--- config.mk ---
export PLATFORM = sky130hd
export DESIGN_NAME = audin_port
export DESIGN_NICKNAME = d
export VERILOG_FILES = /design/src/rtl/audin_pkg.sv /design/src/rtl/audin_mstr_gen.sv /design/src/rtl/audin_jit_mon.sv /design/src/rtl/audin_deser.sv /design/src/rtl/audin_port.sv
export SDC_FILE = /design/constraint.sdc
export NUM_CORES = 1
export LEC_CHECK = 0
export BUFFER_PORTS_ARGS = -buffer_cell sky130_fd_sc_hd__buf_2
export CAP_MARGIN = 25
export CORE_MARGIN = 10
export CORE_UTILIZATION = 25
export CTS_CLUSTER_DIAMETER = 200
export DETAILED_ROUTE_END_ITERATION = 8
export MAX_ROUTING_LAYER = met4
export SLEW_MARGIN = 10
export SYNTH_ARGS = -nofsm -noshare
export SYNTH_HDL_FRONTEND = slang
export SYNTH_HIERARCHICAL = 1
export SYNTH_SLANG_ARGS = --single-unit
--- constraint.sdc ---
create_clock -name clk_i -period 4.13 [get_ports clk_i]
set_input_delay 0.413 -clock clk_i [delete_from_list [all_inputs] [get_ports clk_i]]
set_output_delay 0.413 -clock clk_i [all_outputs]
set_load 0.02 [all_outputs]
--- src/rtl/audin_pkg.sv ---
package audin_pkg;
  typedef enum logic [2:0] {
    FMT_MSTR = 3'd0,
    FMT_LJ   = 3'd1,
    FMT_WCLK = 3'd2,
    FMT_RSVD = 3'd3,
    FMT_I2S  = 3'd4,
    FMT_RJ16 = 3'd5,
    FMT_RJ18 = 3'd6,
    FMT_LSBF = 3'd7
  } fmt_e;

  typedef struct packed {
    logic c;
    logic u;
    logic v;
  } side_t;
endpackage

--- src/rtl/audin_mstr_gen.sv ---
module audin_mstr_gen #(
  parameter int HALF = 2,
  parameter int SLOT = 32
) (
  input  logic clk_i,
  input  logic rst_ni,
  input  logic en_i,
  output logic sck_o,
  output logic fs_o
);
  localparam int HW = (HALF > 1) ? $clog2(HALF) : 1;
  localparam int SW = $clog2(SLOT);

  logic [HW-1:0] hcnt_q;
  logic [SW-1:0] bcnt_q;

  always_ff @(posedge clk_i or negedge rst_ni) begin
    if (!rst_ni) begin
      hcnt_q <= '0;
      bcnt_q <= '0;
      sck_o  <= 1'b0;
      fs_o   <= 1'b0;
    end else if (!en_i) begin
      hcnt_q <= '0;
      bcnt_q <= '0;
      sck_o  <= 1'b0;
      fs_o   <= 1'b0;
    end else if (hcnt_q == HW'(HALF - 1)) begin
      hcnt_q <= '0;
      sck_o  <= ~sck_o;
      if (sck_o) begin
        if (bcnt_q == SW'(SLOT - 1)) begin
          bcnt_q <= '0;
          fs_o   <= ~fs_o;
        end else begin
          bcnt_q <= bcnt_q + 1'b1;
        end
      end
    end else begin
      hcnt_q <= hcnt_q + 1'b1;
    end
  end


  fs_on_fall_chk: assert property (@(posedge clk_i) disable iff (!rst_ni)
    (en_i && $past(en_i) && !$stable(fs_o)) |-> $fell(sck_o));
endmodule

--- src/rtl/audin_jit_mon.sv ---
module audin_jit_mon #(
  parameter int GW  = 10,
  parameter int TOL = 4
) (
  input  logic clk_i,
  input  logic rst_ni,
  input  logic bnd_i,
  input  logic busy_i,
  output logic drop_o
);
  logic [GW-1:0] gap_q, ref_q, diff;
  logic          ref_ok_q;

  always_comb begin
    diff   = (gap_q > ref_q) ? (gap_q - ref_q) : (ref_q - gap_q);
    drop_o = bnd_i & busy_i & ref_ok_q & (diff >= GW'(TOL));
  end

  always_ff @(posedge clk_i or negedge rst_ni) begin
    if (!rst_ni) begin
      gap_q    <= '0;
      ref_q    <= '0;
      ref_ok_q <= 1'b0;
    end else if (bnd_i) begin
      gap_q <= '0;
      if (busy_i) begin
        ref_q    <= gap_q;
        ref_ok_q <= 1'b1;
      end
    end else if (!(&gap_q)) begin
      gap_q <= gap_q + 1'b1;
    end
  end
endmodule

--- src/rtl/audin_deser.sv ---
module audin_deser
  import audin_pkg::*;
#(
  parameter int DW    = 24,
  parameter int RJ_A  = 16,
  parameter int RJ_B  = 18,
  parameter int SLACK = 8
) (
  input  logic          clk_i,
  input  logic          rst_ni,
  input  fmt_e          mode_i,
  input  logic          sck_i,
  input  logic          fs_i,
  input  logic          sd_i,
  input  side_t         side_i,
  input  logic          drop_i,
  output logic          bnd_o,
  output logic          busy_o,
  output logic [DW-1:0] word_o,
  output logic          left_o,
  output side_t         side_o,
  output logic          valid_o
);
  localparam int CW = $clog2(DW + SLACK) + 1;
  localparam int IW = $clog2(DW);

  logic          sck_d, fs_last, busy_q, cur_left;
  logic [CW-1:0] n_q, k, pos, lj_idx;
  logic          act, rise_md, bnd, lj_hit, side_hit;
  logic [DW-1:0] sr_q, sr_nxt, base, out_w;
  side_t         side_w;

  always_comb begin
    rise_md = mode_i inside {FMT_MSTR, FMT_LJ, FMT_WCLK, FMT_I2S};
    act     = rise_md ? (sck_i & ~sck_d) : (~sck_i & sck_d);
    if (mode_i == FMT_WCLK) bnd = act & fs_i & ~fs_last;
    else                    bnd = act & (fs_i ^ fs_last) & (mode_i != FMT_RSVD);
    k        = bnd ? '0 : n_q;
    pos      = (mode_i == FMT_I2S) ? k - CW'(1) : k;
    lj_hit   = ((mode_i != FMT_I2S) || (k != '0)) && (pos < CW'(DW));
    lj_idx   = CW'(DW - 1) - pos;
    side_hit = (k == ((mode_i == FMT_I2S) ? CW'(1) : CW'(0)));
    base     = bnd ? '0 : sr_q;
    sr_nxt   = base;
    unique case (mode_i)
      FMT_RJ16, FMT_RJ18: sr_nxt = {base[DW-2:0], sd_i};
      FMT_LSBF:           sr_nxt = {sd_i, base[DW-1:1]};
      default:            if (lj_hit) sr_nxt[lj_idx[IW-1:0]] = sd_i;
    endcase
    unique case (mode_i)
      FMT_RJ16: out_w = sr_q << (DW - RJ_A);
      FMT_RJ18: out_w = sr_q << (DW - RJ_B);
      default:  out_w = sr_q;
    endcase
  end

  assign bnd_o  = bnd;
  assign busy_o = busy_q;

  always_ff @(posedge clk_i or negedge rst_ni) begin
    if (!rst_ni) begin
      sck_d    <= 1'b0;
      fs_last  <= 1'b0;
      n_q      <= '0;
      sr_q     <= '0;
      side_w   <= '0;
      busy_q   <= 1'b0;
      cur_left <= 1'b0;
      word_o   <= '0;
      left_o   <= 1'b0;
      side_o   <= '0;
      valid_o  <= 1'b0;
    end else begin
      sck_d   <= sck_i;
      valid_o <= 1'b0;
      if (act) begin
        fs_last <= fs_i;
        n_q     <= bnd ? CW'(1) : ((&n_q) ? n_q : n_q + 1'b1);
        sr_q    <= sr_nxt;
        if (side_hit) side_w <= side_i;
      end
      if (bnd) begin
        if (busy_q && !drop_i) begin
          valid_o <= 1'b1;
          word_o  <= out_w;
          left_o  <= cur_left;
          side_o  <= side_w;
        end
        busy_q <= 1'b1;
        unique case (mode_i)
          FMT_WCLK: cur_left <= ~cur_left;
          FMT_I2S:  cur_left <= ~fs_i;
          default:  cur_left <= fs_i;
        endcase
      end
    end
  end


  strobe_pulse_chk: assert property (@(posedge clk_i) disable iff (!rst_ni)
    valid_o |=> !valid_o);

  word_hold_chk: assert property (@(posedge clk_i) disable iff (!rst_ni)
    !valid_o |-> $stable(word_o));

  rsvd_quiet_chk: assert property (@(posedge clk_i) disable iff (!rst_ni)
    (mode_i == FMT_RSVD && $past(mode_i) == FMT_RSVD) |-> !valid_o);

  rj_pad_chk: assert property (@(posedge clk_i) disable iff (!rst_ni)
    (valid_o && $past(mode_i) == FMT_RJ16) |-> (word_o[DW-RJ_A-1:0] == '0));
endmodule

--- src/rtl/audin_port.sv ---
module audin_port
  import audin_pkg::*;
#(
  parameter int DW   = 24,
  parameter int HALF = 2,
  parameter int SLOT = 32,
  parameter int GW   = 10,
  parameter int TOL  = 4
) (
  input  logic          clk_i,
  input  logic          rst_ni,
  input  logic [2:0]    mode_i,
  input  logic          sck_i,
  input  logic          fs_i,
  input  logic          sd_i,
  input  logic          c_i,
  input  logic          u_i,
  input  logic          v_i,
  output logic          sck_o,
  output logic          fs_o,
  output logic          drive_en_o,
  output logic [DW-1:0] word_o,
  output logic          left_o,
  output logic          c_o,
  output logic          u_o,
  output logic          v_o,
  output logic          word_valid_o
);
  fmt_e  mode;
  logic  mstr, gen_sck, gen_fs;
  logic  sck_q, fs_q, sd_q, bnd, busy, drop;
  side_t side_q, side_out;

  assign mode       = fmt_e'(mode_i);
  assign mstr       = (mode == FMT_MSTR);
  assign drive_en_o = mstr;
  assign sck_o      = gen_sck;
  assign fs_o       = gen_fs;
  assign c_o        = side_out.c;
  assign u_o        = side_out.u;
  assign v_o        = side_out.v;

  audin_mstr_gen #(.HALF(HALF), .SLOT(SLOT)) u_gen (
    .clk_i, .rst_ni, .en_i(mstr), .sck_o(gen_sck), .fs_o(gen_fs)
  );

  always_ff @(posedge clk_i or negedge rst_ni) begin
    if (!rst_ni) begin
      sck_q  <= 1'b0;
      fs_q   <= 1'b0;
      sd_q   <= 1'b0;
      side_q <= '0;
    end else begin
      sck_q  <= mstr ? gen_sck : sck_i;
      fs_q   <= mstr ? gen_fs : fs_i;
      sd_q   <= sd_i;
      side_q <= '{c: c_i, u: u_i, v: v_i};
    end
  end

  audin_jit_mon #(.GW(GW), .TOL(TOL)) u_jit (
    .clk_i, .rst_ni, .bnd_i(bnd), .busy_i(busy), .drop_o(drop)
  );

  audin_deser #(.DW(DW)) u_deser (
    .clk_i, .rst_ni, .mode_i(mode), .sck_i(sck_q), .fs_i(fs_q), .sd_i(sd_q),
    .side_i(side_q), .drop_i(drop), .bnd_o(bnd), .busy_o(busy),
    .word_o, .left_o, .side_o(side_out), .valid_o(word_valid_o)
  );
endmodule

==> impl_metrics.json, run 1 <==
{
  "start_util": 0.255,
  "async_reset_ff_frac": 1.00,
  "synth_top_area_share": 0.366,
  "period_share": 0.840,
  "reg2reg_from": "u_jit/gap_q[0]",
  "critPathMaxFanout": 45,
  "critPathCaptureType": "flop",
  "synth_edf_count": 0,
  "vias": 5961,
  "fmax_ghz": 0.288,
  "vdd_ir_drop_max_mv": 0.241,
  "hpwl_um": 13100,
  "maxSlewViolCount": 0,
  "synth-xor-area-share": 0.0305,
  "mostFrequentLayoutCell": "dfrtp_1",
  "ff2ff_setup_slack_ns": 0.66,
  "crit_type": "reg2reg",
  "clock_latency_ns": 0.35,
  "portBuffers": 42,
  "final.min_clock_period_ns": 3.47,
  "fp-row-count": 60,
  "ant_nets": 0,
  "detail_route.vias_per_cell": 5.17,
  "register_area_um2": 2530,
  "routabilityCongestion": 0.872,
  "hold_path_startpoint": "c_i",
  "synth_cells": 794,
  "grt_max_degree": 80,
  "htreeDepth": 3,
  "synth_top_area_cell": "dfrtp_1",
  "drt-initial-drc-count": 585,
  "ios": 43,
  "power.density_nw_per_um2": 616,
  "die_h_um": 186,
  "drive_gt1_frac": 0.137,
  "worstMarginPinSlew_ns": 0.745,
  "cts_buffer_depth": 2,
  "syn_area_um2": 6900,
  "multiInputGateArea_um2": 3930,
  "netlist_top_cells_area": "dfrtp_1 37%, o21ai_0 5.1%, nand2_1 5.0%",
  "min_path_cells": 1,
  "syn_nets": 831,
  "yosys.area_share.adder": 0.0509,
  "clkSinkCount": 101,
  "cap_violations": 0,
  "synth_compound_area_frac": 0.259,
  "route.detailed.drc": 0,
  "critical_path_arrival_ns": 3.73,
  "clk_pin_slew_ns": 0.07,
  "slew_headroom": 0.503,
  "post_cts_buffers": 0,
  "synth-simple-area-share": 0.198,
  "final_cell_mix": "101 x dfrtp_1, 92 x nand2_1, 70 x o21ai_0",
  "grt_usage": 0.112,
  "yosysWarnings": 6,
  "grt_overflow_total": 0,
  "nets": 843,
  "yosysSeqAreaShare": 0.366,
  "post_cts_resize_count": 0,
  "power_leakage_nw": 3.20,
  "wire_per_inst_um": 16.1,
  "wl_um": 18500,
  "core_um2": 27000,
  "antenna_cells": 0,
  "synth-seq-cells": 101,
  "grt_pass1_wl_um": 30400,
  "ff2ff_path_depth": 13,
  "fin_tns_setup_ns": 0,
  "whs_endpoint": "side_q[2]",
  "hold_viol_final": 0,
  "firstDrtPassIters": 6,
  "dieArea_um2": 34700,
  "yosys-mux-area-fraction": 0.0312,
  "grt_pass1_vias": 5715,
  "syn_to_final_growth_pct": 11.8,
  "yosysUniqueCellTypes": 80,
  "grt_antenna_before_repair": 0,
  "cts_buffers": 9,
  "required_ns": 4.38,
  "cts_tree": "done",
  "setup_viol": 0,
  "ys.flop_type": "dfrtp_1",
  "reg2reg_to": "u_deser/word_o[2]",
  "synth_top_family_by_area": "compound AO/OA/AOI/OAI gates",
  "fillers": 2862,
  "holdWs_ns": 0.165,
  "cp-start-kind": "flop",
  "rsz0062_at_grt": "no",
  "clock_skew_ns": 0.00679,
  "status": "finished, final reports clean",
  "min_path_type": "in2reg",
  "cts-root-buf": "clkbuf_16",
  "synth_area_per_cell_um2": 8.69,
  "die_width_um": 186
}
==> cells in the mapped netlist, types with 10 or more instances <==
cell type,count
a311o_1,13
buf_2,11
ha_1,24
o211ai_1,22
o311ai_0,19
nor3_1,14
a21oi_1,36
mux2_2,10
xnor2_1,19
inv_1,42
clkbuf_1,30
nand3_1,23
nand2b_1,22
o21ai_0,70
nor2_1,63
nand2_1,92
dfrtp_1,101
a22oi_1,23
==> registers in the layout, summed over array words and instances, names as in the netlist, 3 cells and up <==
signal / flops
u_deser/side_o: 3
u_jit/ref_q: 10
u_deser/n_q: 6
u_deser/sr_q: 24
u_deser/side_w: 3
u_deser/word_o: 24
side_q: 3
u_jit/gap_q: 10
u_gen/bcnt_q: 5
==> cell type report <==
type | instances | area share
Inverter | 44 | 0.0214
Clock inverter | 7 | 0.0133
Sequential cell | 101 | 0.327
Multi-Input combinational cell | 594 | 0.509
Clock buffer | 9 | 0.0292
Tap cell | 341 | 0.0553
Timing Repair Buffer | 56 | 0.0441
==> cell families after synthesis <==
kind of cell | Yosys count
AOI/OAI and AO/OA | 252
and+or+nand+nor | 273
DFF | 101
buffers and inverters | 99
muxes | 18
adders and majority gates | 27
xor gates and xnor gates | 24
==> power breakdown <==
group	total, mW	switching [mW]	internal (mW)
clock	0.947	0.407	0.540
combinational	2.25	1.34	0.907
sequential	1.56	0.309	1.25
==> metal layers <==
metal | GRT usage | routed length (µm) | vias up
met5 | - | 0 | -
met4 | 0.0381 | 286 | 0
met3 | 0.0221 | 1060 | 19
met2 | 0.171 | 8520 | 170
met1 | 0.144 | 8630 | 2852
li1 | - | - | 2920
==> per-stage QoR <==
step / setup slack, ns / util / cell area [µm²] / cells / power [mW]
after floorplan: 1.10 / - / 6900 / 794 / 3.24
after global placement: 0.783 / 0.272 / 7350 / 1134 / 3.80
after detailed placement: 0.690 / 0.272 / 7350 / 1134 / 3.81
after CTS: 0.671 / 0.284 / 7680 / 1150 / 4.79
after global routing: 0.321 / 0.286 / 7720 / 1152 / 5.15
final: 0.659 / 0.286 / 7720 / 1152 / 4.76
==> critical path, stage by stage, from the launching register on <==
cell       delay, ns
dfrtp_1         0.46
inv_1           0.09
ha_1            0.23
fa_1            0.42
nand2b_1        0.20
a211oi_2        0.29
nand2_1         0.09
a211oi_1        0.34
o2111ai_1       0.16
o2111ai_1       0.22
a31oi_1         0.06
nand3b_4        0.23
buf_4           0.29
o31ai_1         0.27
==> worst max-delay path by stage <==
stage,startpoint,endpoint,slack (ns),depth (start not counted)
after global placement,mode_i[0],u_deser/sr_q[7],0.78,11
after detailed placement,u_jit/gap_q[0],u_deser/word_o[5],0.69,13
after floorplan,u_jit/gap_q[0],u_deser/left_o,1.10,13
final,u_jit/gap_q[0],u_deser/word_o[2],0.66,13
after CTS,u_jit/gap_q[0],u_deser/word_o[5],0.67,13
after global routing,u_jit/gap_q[0],u_deser/word_o[5],0.32,13
==> timing repair <==
action | CTS | global route
hold endpoints to repair | 0 | 14
endpoints found under the setup margin | 0 | 0
hold buffers | 0 | 1
(Power assumes the default switching activity.)
==> run 2, diff against run 1 <==
clock period = 3.3 ns   (was 4.13 ns; I/O delays follow)
==> run 2 against run 1 <==
Against the previous run:
- die area unchanged
- critical path type unchanged
- worst hold slack worse by 0.11 ns
- fmax is 13% higher
- sequential power grew 24%
- largest cell class unchanged
- sequential cell count is the same
- setup slack worse by 0.44 ns
==> impl_metrics.json, run 2 (same netlist as run 1, synthesis figures left out) <==
{
  "combPwrFrac": 0.494,
  "period_share": 0.933,
  "clkSinkCount": 101,
  "portBuffers": 42,
  "ff2ff_setup_slack_ns": 0.22,
  "holdWs_ns": 0.0574,
  "crit_type": "reg2reg",
  "cts_tree": "done",
  "core_um2": 27000,
  "final_cell_mix": "101 x dfrtp_1, 92 x nand2_1, 69 x o21ai_0",
  "post-route-util": 0.289,
  "slowest_stage": "fa_1",
  "worstMarginPinSlew_ns": 0.780,
  "nets": 859,
  "cp-start-kind": "flop",
  "p_sw_frac": 0.435,
  "wl_met2_um": 8300,
  "grt_antenna_before_repair": 0,
  "clock_power_share": 0.178,
  "reg2reg_to": "u_deser/side_o[1]",
  "dieArea_um2": 34700,
  "power_frac_seq": 0.327,
  "drt-initial-drc-count": 574,
  "postCtsHoldBufs": 0,
  "die_h_um": 186,
  "clock_skew_ns": 0.00959,
  "internal-power_mw": 3.34,
  "ant_nets": 0,
  "grt_pass1_wl_um": 30800,
  "fin_cells": 1168,
  "wl_um": 18600,
  "syn_to_final_growth_pct": 13.1,
  "grt_max_degree": 73,
  "antenna_cells": 0,
  "detail_route.vias_per_cell": 5.11,
  "grt_usage": 0.112,
  "cts_buffer_depth": 2,
  "setup_viol": 0,
  "routed.top_layer": "met4",
  "ios": 43,
  "die_width_um": 186,
  "top_regs": "u_deser/sr_q: 24 flops, u_deser/word_o: 24 flops",
  "p_total_mw": 5.91,
  "required_ns": 3.54,
  "wire_per_inst_um": 15.9,
  "firstDrtPassIters": 5,
  "final_area_um2": 7810,
  "grt_overflow_total": 0,
  "place_area_um2": 7480,
  "hpwl_um": 13200,
  "min_path_type": "in2async",
  "htreeDepth": 3,
  "cts-root-buf": "clkbuf_16",
  "clock_latency_ns": 0.36,
  "p_switching_mw": 2.57,
  "crit_family": "compound AO/OA/AOI/OAI gates",
  "power.density_nw_per_um2": 757,
  "vias": 5971,
  "cap_violations": 0,
  "final.min_clock_period_ns": 3.08,
  "mostFrequentLayoutCell": "dfrtp_1",
  "power_leakage_nw": 3.26,
  "fp-row-count": 60,
  "setup_slack_ns": 0.221,
  "hold_viol_final": 0,
  "maxSlewViolCount": 0,
  "routabilityCongestion": 0.903,
  "wl_met1_um": 9200,
  "slew_headroom": 0.480,
  "dp_slack_ns": 0.0576,
  "critPathMaxFanout": 5,
  "dr_wl_met3_um": 792,
  "dp_cells": 1149,
  "ff2ff_path_depth": 12,
  "fmax_ghz": 0.325,
  "critPathCaptureType": "flop",
  "clk_pin_slew_ns": 0.07,
  "cts_buffers": 9,
  "critical_path_buf_inv_count": 2,
  "critical_path_arrival_ns": 3.32,
  "cp_cell_sequence": "ha_1 -> fa_1 -> inv_1 -> a21o_1 -> a21oi_1 -> o32ai_1 -> mux2i_1 -> nor4_2 -> a31oi_1 -> nand3b_4 -> buf_4 -> mux2_2",
  "vdd_ir_drop_max_mv": 0.236,
  "status": "finished, final reports clean",
  "route.detailed.drc": 0,
  "max_stage_delay_ns": 0.42,
  "rsz0062_at_grt": "no",
  "drive_gt1_frac": 0.158,
  "start_util": 0.255,
  "grt_pass1_vias": 5695,
  "fin_tns_setup_ns": 0,
  "reg2reg_from": "u_jit/gap_q[0]"
}
run 2: timing repair:
item	CTS	global route
buffers inserted	0	3
endpoints found under the setup margin	0	27
endpoints found under the hold margin	0	0
resized for setup	0	4
run 2: cell type report:
| cell class | count | area, µm² |
|---|---|---|
| clock inverter | 6 | 53.8 |
| tap | 341 | 427 |
| fill | 2855 | 19200 |
| sequential | 101 | 2530 |
| timing repair buffer | 72 | 450 |
| multi-input combinational | 594 | 3950 |
| inverter | 44 | 165 |
| clock buffer | 10 | 239 |
run 2: how the worst max path moves through the flow:
stage | depth (start not counted) | endpoint | start
2_1_floorplan | 13 | u_deser/left_o | u_jit/gap_q[0]
3_3_place_gp | 13 | u_deser/word_o[12] | u_jit/gap_q[0]
3_5_place_dp | 13 | u_deser/word_o[4] | u_jit/gap_q[0]
4_1_cts | 13 | u_deser/word_o[4] | u_jit/gap_q[0]
5_1_grt | 12 | u_deser/side_o[0] | u_jit/gap_q[2]
6_report | 12 | u_deser/side_o[1] | u_jit/gap_q[0]
run 2: layer usage:
layer / global-route usage / up-vias
li1: - / 2948
met4: 0.0322 / 0
met2: 0.166 / 118
met3: 0.0223 / 19
met5: - / -
met1: 0.151 / 2886
run 2: power by group through the flow:
stage          clock, mW  combinational, mW  sequential, mW
2_1_floorplan          0               2.03            2.02
3_3_place_gp           0               2.85            1.96
3_5_place_dp           0               2.87            1.95
4_1_cts             1.09               2.88            1.93
5_1_grt             1.14               3.25            2.00
6_report            1.05               2.92            1.93
==> run 3, diff against run 2 <==
ABC_AREA = 1   (was unset)
CAP_MARGIN = 15   (was 25)
==> run 3 against run 2 <==
Against the previous run:
- setup slack improved by 0.24 ns
- clock power grew 4%
- worst hold slack improved by 0.017 ns
- clock skew increased by 0.0040 ns
- die area down 2.9%
- register-to-register slack better by 0.24 ns
- critical path type unchanged
- critical endpoint is now u_deser/word_o[10]
- largest power group unchanged
==> impl_metrics.json, run 3 <==
{
  "cp_cell_sequence": "inv_1 -> ha_1 -> fa_1 -> nor2_1 -> o21ai_1 -> nand3_1 -> nand2_1 -> nor2_1 -> nand3_1 -> nor2_1 -> nor2_1 -> nor3_2 -> inv_1 -> buf_6 -> nand2_1 -> o21ai_0",
  "die_h_um": 183,
  "ys.flop_type": "dfrtp_1",
  "grt_max_degree": 62,
  "p_switching_mw": 3.11,
  "reg2reg_to": "u_deser/word_o[10]",
  "drive_gt1_frac": 0.113,
  "fp-row-count": 59,
  "synth_edf_count": 0,
  "setup_viol": 0,
  "top_regs": "u_deser/sr_q: 24 flops, u_deser/word_o: 24 flops",
  "internal-power_mw": 3.32,
  "yosysWarnings": 6,
  "fillers": 2821,
  "routabilityCongestion": 0.857,
  "syn_to_final_growth_pct": 13.9,
  "final_cell_mix": "300 x nand2_1, 126 x inv_1, 101 x dfrtp_1",
  "cts-root-buf": "clkbuf_16",
  "route.detailed.drc": 0,
  "hold_viol_final": 0,
  "setup_slack_ns": 0.465,
  "netlist_top_cells_count": "300 x nand2_1, 126 x inv_1, 101 x dfrtp_1",
  "grt_pass1_wl_um": 29700,
  "ios": 43,
  "slowest_stage": "fa_1",
  "place_area_um2": 7290,
  "syn_area_um2": 6680,
  "grt_overflow_total": 0,
  "cp-start-kind": "flop",
  "vdd_ir_drop_max_mv": 0.284,
  "grt_antenna_before_repair": 0,
  "nets": 1023,
  "synth_area_per_cell_um2": 7.01,
  "synth_cells": 953,
  "power_frac_seq": 0.310,
  "ff2ff_setup_slack_ns": 0.46,
  "period_share": 0.859,
  "p_sw_frac": 0.484,
  "final.min_clock_period_ns": 2.84,
  "synth_top_area_cell": "dfrtp_1",
  "combPwrFrac": 0.521,
  "core_um2": 26200,
  "worstMarginPinSlew_ns": 0.847,
  "detail_route.vias_per_cell": 4.67,
  "cp_common_cell": "nor2_1",
  "yosysSeqAreaShare": 0.379,
  "clock_skew_ns": 0.0136,
  "critical_path_arrival_ns": 3.06,
  "grt_pass1_vias": 5890,
  "cts_buffers": 9,
  "fin_cells": 1326,
  "cts_buffer_depth": 2,
  "netlist_top_cells_area": "dfrtp_1 38%, nand2_1 17%, inv_1 7.1%",
  "synth.most_common_cell": "nand2_1",
  "status": "finished, final reports clean",
  "critPathCaptureType": "flop",
  "die_width_um": 183,
  "antenna_cells": 0,
  "synth-seq-cells": 101,
  "firstDrtPassIters": 5,
  "fin_tns_setup_ns": 0,
  "synth_top_area_share": 0.379,
  "dp_cells": 1309,
  "cap_violations": 0,
  "portBuffers": 42,
  "htreeDepth": 3,
  "maxSlewViolCount": 0,
  "max_stage_delay_ns": 0.46,
  "p_total_mw": 6.44,
  "hpwl_um": 12700,
  "clk_pin_slew_ns": 0.08,
  "fmax_ghz": 0.353,
  "clock_latency_ns": 0.36,
  "dp_slack_ns": 0.391,
  "start_util": 0.255,
  "clkSinkCount": 101,
  "mostFrequentLayoutCell": "nand2_1",
  "required_ns": 3.53,
  "slew_headroom": 0.435,
  "endpoint": "u_deser/word_o[10]",
  "clock_power_share": 0.170,
  "ant_nets": 0,
  "crit_type": "reg2reg",
  "reg2reg_from": "u_jit/gap_q[0]",
  "wire_per_inst_um": 13.2,
  "grt_usage": 0.109,
  "syn_nets": 990,
  "cts_tree": "done",
  "crit_start": "u_jit/gap_q[0]",
  "critPathMaxFanout": 51,
  "power_leakage_nw": 3.93,
  "ff2ff_path_depth": 16,
  "rsz0062_at_grt": "no",
  "async_reset_ff_frac": 1.00,
  "dieArea_um2": 33600,
  "vias": 6191,
  "drt-initial-drc-count": 456,
  "min_path_type": "in2reg",
  "final_area_um2": 7610,
  "yosysUniqueCellTypes": 44,
  "wl_um": 17500,
  "power.density_nw_per_um2": 846
}
-- run 3: cell count changes in the layout (fill, tap and decap cells not counted), moves of 13 or more --
| cell | previous run | this run |
|---|---|---|
| nand3_1 | 23 | 70 |
| o22ai_1 | 2 | 16 |
| nand2b_1 | 22 | 0 |
| o211ai_1 | 22 | 1 |
| o311ai_0 | 19 | 0 |
| a311o_1 | 13 | 0 |
| nand2_1 | 92 | 300 |
| o21ai_0 | 69 | 37 |
| a22oi_1 | 23 | 0 |
| inv_1 | 42 | 126 |
| a21oi_1 | 36 | 61 |
| a221oi_1 | 0 | 24 |
| buf_4 | 30 | 14 |
| xnor2_1 | 19 | 1 |
-- run 3: layout make-up --
type / count / area, µm² / area share
tap: 335 / 419 / 0.0551
sequential: 101 / 2530 / 0.332
clock buffer: 10 / 239 / 0.0314
clock inverter: 6 / 61.3 / 0.00806
multi-input combinational: 682 / 3510 / 0.461
inverter: 134 / 503 / 0.0661
timing repair buffer: 58 / 352 / 0.0462
-- run 3: stage by stage --
step / util / hold slack [ns]
final: 0.290 / 0.0743
after global routing: 0.290 / 0.0597
after CTS: 0.290 / 0.0709
after detailed placement: 0.278 / 0.362
after global placement: 0.278 / 0.364
after floorplan: - / 0.0344
-- run 3: kinds of logic (layout without fill, tap and decap cells) --
logic type                 Yosys count  in the layout  synth area share
DFF                                101            101             0.379
buffers and inverters              170            208            0.0978
xor gates and xnor gates             5              5           0.00656
adders and majority gates           26             26            0.0510
muxes                                3              3           0.00506
and+or+nand+nor                    481            481             0.309
AOI/OAI and AO/OA                  167            167             0.152
-- run 3: timing repair --
| action | in CTS | in global routing |
|---|---|---|
| resized for setup | 0 | 2 |
| buffers inserted | 0 | 0 |
| hold endpoints to repair | 39 | 0 |
| endpoints found under the setup margin | 0 | 2 |
| hold buffers | 1 | 0 |
-- run 3: worst max-delay path: cells and delay by family (launching register included) --
kind | cells | cell delay (ns)
and+or+nand+nor | 9 | 0.99
adders and majority gates | 2 | 0.73
DFF | 1 | 0.42
buffers and inverters | 3 | 0.37
AOI/OAI and AO/OA | 2 | 0.19
-- run 3: per-layer routing --
layer	part of all wire	track usage	vias up
met1	0.48	0.142	2861
met3	0.048	0.0182	22
met4	0.021	0.0403	0
met5	0	-	-
li1	-	-	3154
met2	0.45	0.167	154
-- run 3: power by group through the flow --
| stage | registers [mW] | clock network, mW | logic, mW |
|---|---|---|---|
| final | 1.99 | 1.09 | 3.35 |
| after global routing | 2.05 | 1.18 | 3.86 |
| after CTS | 1.99 | 1.12 | 3.34 |
| after detailed placement | 2.01 | 0 | 3.32 |
| after global placement | 2.01 | 0 | 3.28 |
| after floorplan | 2.11 | 0 | 2.33 |
-- run 3: worst min path at each step --
stage                       from            to  slack [ns]  cells after the start
after CTS                    v_i     side_q[0]        0.07                      1
final                        v_i     side_q[0]        0.07                      1
after floorplan           rst_ni          fs_q        0.03                      0
after detailed placement  rst_ni  u_gen/hcnt_q        0.36                      1
after global placement    rst_ni  u_gen/hcnt_q        0.36                      1
after global routing         v_i     side_q[0]        0.06                      1
